### src/rtl/usbirq_pkg.sv
package usbirq_pkg;

    localparam int TXN_CAUSES = 3;

    typedef enum logic [0:0] {
        GATE_OPEN  = 1'b0,
        GATE_ARMED = 1'b1
    } gate_state_t;

    typedef struct packed {
        logic shrt;
        logic err;
        logic ioc;
    } txn_ev_t;

    function automatic logic [TXN_CAUSES-1:0] ev_to_vec(input txn_ev_t ev);
        return {ev.shrt, ev.err, ev.ioc};
    endfunction

    function automatic txn_ev_t vec_to_ev(input logic [TXN_CAUSES-1:0] v);
        txn_ev_t r;
        r.ioc  = v[0];
        r.err  = v[1];
        r.shrt = v[2];
        return r;
    endfunction

    function automatic txn_ev_t ev_or(input txn_ev_t a, input txn_ev_t b);
        txn_ev_t r;
        r.ioc  = a.ioc  | b.ioc;
        r.err  = a.err  | b.err;
        r.shrt = a.shrt | b.shrt;
        return r;
    endfunction

endpackage

### src/rtl/usbirq_frame_gate.sv
module usbirq_frame_gate
    import usbirq_pkg::*;
(
    input  logic    clk,
    input  logic    rst,
    input  txn_ev_t ev_i,
    input  logic    eof_i,
    input  logic    wb_done_i,
    output logic    release_o,
    output txn_ev_t release_ev_o
);

    gate_state_t state_q, state_d;
    txn_ev_t     pend_q, pend_d;
    logic        do_release;

    assign do_release = (state_q == GATE_ARMED) && wb_done_i;

    always_comb begin
        state_d = state_q;
        if (do_release) begin
            state_d = GATE_OPEN;
        end
        if (eof_i) begin
            state_d = GATE_ARMED;
        end
    end

    always_comb begin
        if (do_release) begin
            pend_d = ev_i;
        end else begin
            pend_d = ev_or(pend_q, ev_i);
        end
    end

    always_ff @(posedge clk) begin
        if (rst) begin
            state_q <= GATE_OPEN;
            pend_q  <= '0;
        end else begin
            state_q <= state_d;
            pend_q  <= pend_d;
        end
    end

    assign release_o    = do_release;
    assign release_ev_o = do_release ? pend_q : '0;

endmodule

### src/rtl/usbirq_status_regs.sv
module usbirq_status_regs #(
    parameter int W = 4
) (
    input  logic         clk,
    input  logic         rst,
    input  logic [W-1:0] set_i,
    input  logic         clr_we_i,
    input  logic [W-1:0] clr_data_i,
    output logic [W-1:0] status_o
);

    logic [W-1:0] st_q;

    for (genvar i = 0; i < W; i++) begin : g_bit
        logic clr_bit;
        assign clr_bit = clr_we_i & clr_data_i[i];
        always_ff @(posedge clk) begin
            if (rst) begin
                st_q[i] <= 1'b0;
            end else if (set_i[i]) begin
                st_q[i] <= 1'b1;
            end else if (clr_bit) begin
                st_q[i] <= 1'b0;
            end
        end
    end

    assign status_o = st_q;

endmodule

### src/rtl/usbirq_irq_out.sv
module usbirq_irq_out
    import usbirq_pkg::*;
#(
    parameter int ACC_W = 1,
    localparam int ST_W = TXN_CAUSES + ACC_W
) (
    input  logic                  clk,
    input  logic                  rst,
    input  logic [ST_W-1:0]       status_i,
    input  logic [TXN_CAUSES-1:0] en_i,
    output logic                  irq_o
);

    logic [ST_W-1:0] mask;
    logic            irq_q;

    assign mask = {{ACC_W{1'b1}}, en_i};

    always_ff @(posedge clk) begin
        if (rst) begin
            irq_q <= 1'b0;
        end else begin
            irq_q <= |(status_i & mask);
        end
    end

    assign irq_o = irq_q;

endmodule

### src/rtl/usbirq_agg.sv
module usbirq_agg
    import usbirq_pkg::*;
#(
    parameter int ACC_W = 1,
    localparam int ST_W = TXN_CAUSES + ACC_W
) (
    input  logic                  clk,
    input  logic                  rst,
    input  logic [TXN_CAUSES-1:0] txn_ev_i,
    input  logic                  eof_i,
    input  logic                  wb_done_i,
    input  logic [ACC_W-1:0]      acc_err_i,
    input  logic [TXN_CAUSES-1:0] irq_en_i,
    input  logic                  clr_we_i,
    input  logic [ST_W-1:0]       clr_data_i,
    output logic [ST_W-1:0]       status_o,
    output logic                  irq_o
);

    txn_ev_t         rel_ev;
    logic            rel_pulse;
    logic [ST_W-1:0] set_vec;
    logic [ST_W-1:0] st;

    usbirq_frame_gate u_gate (
        .clk         (clk),
        .rst         (rst),
        .ev_i        (vec_to_ev(txn_ev_i)),
        .eof_i       (eof_i),
        .wb_done_i   (wb_done_i),
        .release_o   (rel_pulse),
        .release_ev_o(rel_ev)
    );

    assign set_vec = {acc_err_i, (rel_pulse ? ev_to_vec(rel_ev) : {TXN_CAUSES{1'b0}})};

    usbirq_status_regs #(.W(ST_W)) u_st (
        .clk       (clk),
        .rst       (rst),
        .set_i     (set_vec),
        .clr_we_i  (clr_we_i),
        .clr_data_i(clr_data_i),
        .status_o  (st)
    );

    usbirq_irq_out #(.ACC_W(ACC_W)) u_irq (
        .clk     (clk),
        .rst     (rst),
        .status_i(st),
        .en_i    (irq_en_i),
        .irq_o   (irq_o)
    );

    assign status_o = st;

endmodule

### config.mk
export PLATFORM = sky130hd
export DESIGN_NAME = usbirq_agg
export DESIGN_NICKNAME = d
export VERILOG_FILES = /design/src/rtl/usbirq_pkg.sv /design/src/rtl/usbirq_frame_gate.sv /design/src/rtl/usbirq_status_regs.sv /design/src/rtl/usbirq_irq_out.sv /design/src/rtl/usbirq_agg.sv
export SDC_FILE = /design/constraint.sdc
export NUM_CORES = 1
export LEC_CHECK = 0
export BUFFER_PORTS_ARGS = -buffer_cell sky130_fd_sc_hd__buf_2
export CORE_AREA = 2 2 39 41
export DETAILED_ROUTE_END_ITERATION = 16
export DIE_AREA = 0 0 41 43
export PLACE_DENSITY = 0.64
export SLEW_MARGIN = 20
export SYNTH_ARGS = -nofsm -noshare
export SYNTH_HDL_FRONTEND = slang
export SYNTH_SLANG_ARGS = --single-unit
export TNS_END_PERCENT = 20
### constraint.sdc
create_clock -name clk -period 1.4 [get_ports clk]
set_input_delay 0.21 -clock clk [delete_from_list [all_inputs] [get_ports clk]]
set_output_delay 0.21 -clock clk [all_outputs]
set_load 0.005 [all_outputs]
==> metrics.yaml <==
outcome: "complete, no violations"
detail-route-antenna-nets: 0
via_count_of_the_first_global_routing_pass: 253
total_stage_count_of_the_critical_path: 1
tritoncts: "yes"
layout.cells.most_common: "sky130_fd_sc_hd__buf_2"
clock_latency_ps: 260
remaining_drcs: 0
firstDrtPassIters: 4
r2r.worst_path.cells: 2
cp_cell_sequence: "buf_2"
syn2layout_area_growth_pct: 42.7
detail_route.vias_per_cell: 4.26
final.period_utilization: 0.662
static-leakage-power_uw: 0.000241
cts_buffers: 3
initial_utilization: 0.248
buffer_levels_on_the_longest_clock_path: 2
max-vdd-ir-drop_mv: 0.486
post-place-ws_ps: 618
grt_max_degree: 10
wirelength_microns: 699
yosysWarningCount: 0
timing.final.max_slew_violations: 0
yosysSeqAreaShare: 0.526
setup_slack_ps: 473
antenna-diode-count: 0
max_slew_margin: 0.866
finalSetupViolCount: 0
hold_viol: 0
syn_avg_cell_area_sq_um: 10.7
rr_startpoint: "u_gate.state_q"
total_negative_setup_slacks_ps: 0
track_usage: 0.0907
portBuffers: 20
r2r_slack_ps: 610
rows: 14
cts.clk_slew.worst_paths_ps: 60
cp_max_fo: 3
synthesis.instances: 32
cts_resized: 0
final_cells: 72
drt_first_iter_violations: 4
clock-skew-final_ps: 3.31
setup_bufs_post_cts: 0
hold_buffers: 0
critical_path_s_largest_stage_delay_ps: 340
die_height_microns: 43
overflow: 0
stdcell_area_sq_um: 489
gp_congestion: 0.634
grt_antenna_before_repair: 0
wl_per_cell_microns: 9.71
die_w_microns: 41
timing.critical_path.arrival_ps: 720
final_layout_size_suffix_gt1_frac: 0.464
period_minus_slack_ps: 927
finalCoreUtilization: 0.354
postSynthRegisterBits: 9
num-nets-final: 73
crit_buf_inv: 1
crit_path_end: "status_o[1]"
vias: 307
ioPinCount: 21
power_density_nw_per_um2: 1090
wire_length_of_the_first_global_routing_pass_microns: 1000
startpoint_type: "flop"
hold_path.class: "input port to flop"
final_cell_mix: "sky130_fd_sc_hd__buf_2 (20), sky130_fd_sc_hd__dfxtp_1 (9), sky130_fd_sc_hd__a21oi_1 (6)"
yosysUniqueCellTypes: 12
unrepaired_setup_endpoints_after_global_routing: "false"
placed_cells_incl_taps: 68
timing.critical_path.from: "u_st.status_o[1]"
synth_area_sq_um: 343
timing.critical_path.to_type: "primary output"
cts.sinks: 9
synth_nets: 48
dieArea_sq_um: 1760
cap_viol_max_count: 0
core_area_sq_um: 1380
placedInstanceArea_sq_um: 463
cpMaxStageDelayCell: "sky130_fd_sc_hd__dfxtp_1"
cts_root_buffer: "sky130_fd_sc_hd__clkbuf_4"
cts-htree-levels: 1
worstReg2RegEnd: "u_gate.pend_q[2]"
data_required_time_at_the_worst_endpoint_ps: 1190
tightest_slew_ps: 200
critPathKind: "flop to primary output"
min_path_cells: 2
fmaxAchievable_mhz: 1080
critPathTopFamily: "flip-flops"
-- cells in the mapped netlist --
master	number	area, sq um
sky130_fd_sc_hd__a21boi_0	1	7.51
sky130_fd_sc_hd__o21ba_2	1	10.0
sky130_fd_sc_hd__a22oi_1	1	7.51
sky130_fd_sc_hd__o21ba_1	3	30.0
sky130_fd_sc_hd__nand2b_1	1	6.26
sky130_fd_sc_hd__a21boi_1	3	22.5
sky130_fd_sc_hd__a21oi_1	6	30.0
sky130_fd_sc_hd__a21bo_2	2	20.0
sky130_fd_sc_hd__nand3_1	3	15.0
sky130_fd_sc_hd__dfxtp_1	9	180
sky130_fd_sc_hd__inv_1	1	3.75
sky130_fd_sc_hd__a21bo_1	1	10.0
-- metrics by stage --
step / hold WS, ps / power, uW
floorplan: 279 / 308
global placement: 430 / 342
detailed placement: 437 / 343
CTS: 167 / 543
global route: 161 / 562
finish: 177 / 531
-- power by group --
group	total, uW	switching [uW]	internal, uW
clock	194	84.6	109
sequential	279	8.52	271
combinational	57.9	21.9	36.0
total	531	115	416
-- registers in the layout (all words and copies together), names as in the netlist --
signal	cells
u_gate.state_q	1
u_gate.pend_q	3
u_st.status_o	4
u_irq.irq_o	1
-- layout make-up --
| class | count | area (sq um) |
|---|---|---|
| clock buffer | 4 | 26.3 |
| sequential | 9 | 180 |
| multi-input combinational | 22 | 159 |
| fill | 152 | 895 |
| inverter | 1 | 3.75 |
| timing repair buffer | 20 | 100 |
| tap | 16 | 20.0 |
-- worst min-delay path by stage --
stage,startpoint,endpoint
global route,txn_ev_i[0],u_gate.pend_q[0]
floorplan,rst,u_gate.state_q
global placement,txn_ev_i[2],u_gate.pend_q[2]
CTS,txn_ev_i[0],u_gate.pend_q[0]
finish,txn_ev_i[1],u_gate.pend_q[1]
detailed placement,txn_ev_i[2],u_gate.pend_q[2]
-- layer usage --
layer / wire (microns) / vias to the layer above / GRT usage
met3: 82 / 0 / 0.0785
met1: 279 / 125 / 0.0814
met4: 0 / 0 / 0.0400
li1: - / 165 / -
met5: 0 / - / 0
met2: 337 / 17 / 0.138
-- cell families (layout without fill, tap and decap cells) --
family / count (synthesis) / after routing / synth area share
buffers and inverters: 1 / 25 / 0.0109
flip-flops: 9 / 9 / 0.526
AND/OR/NAND/NOR: 4 / 4 / 0.0620
AO/OA/AOI/OAI: 18 / 18 / 0.401
(Power assumes the default switching activity.)
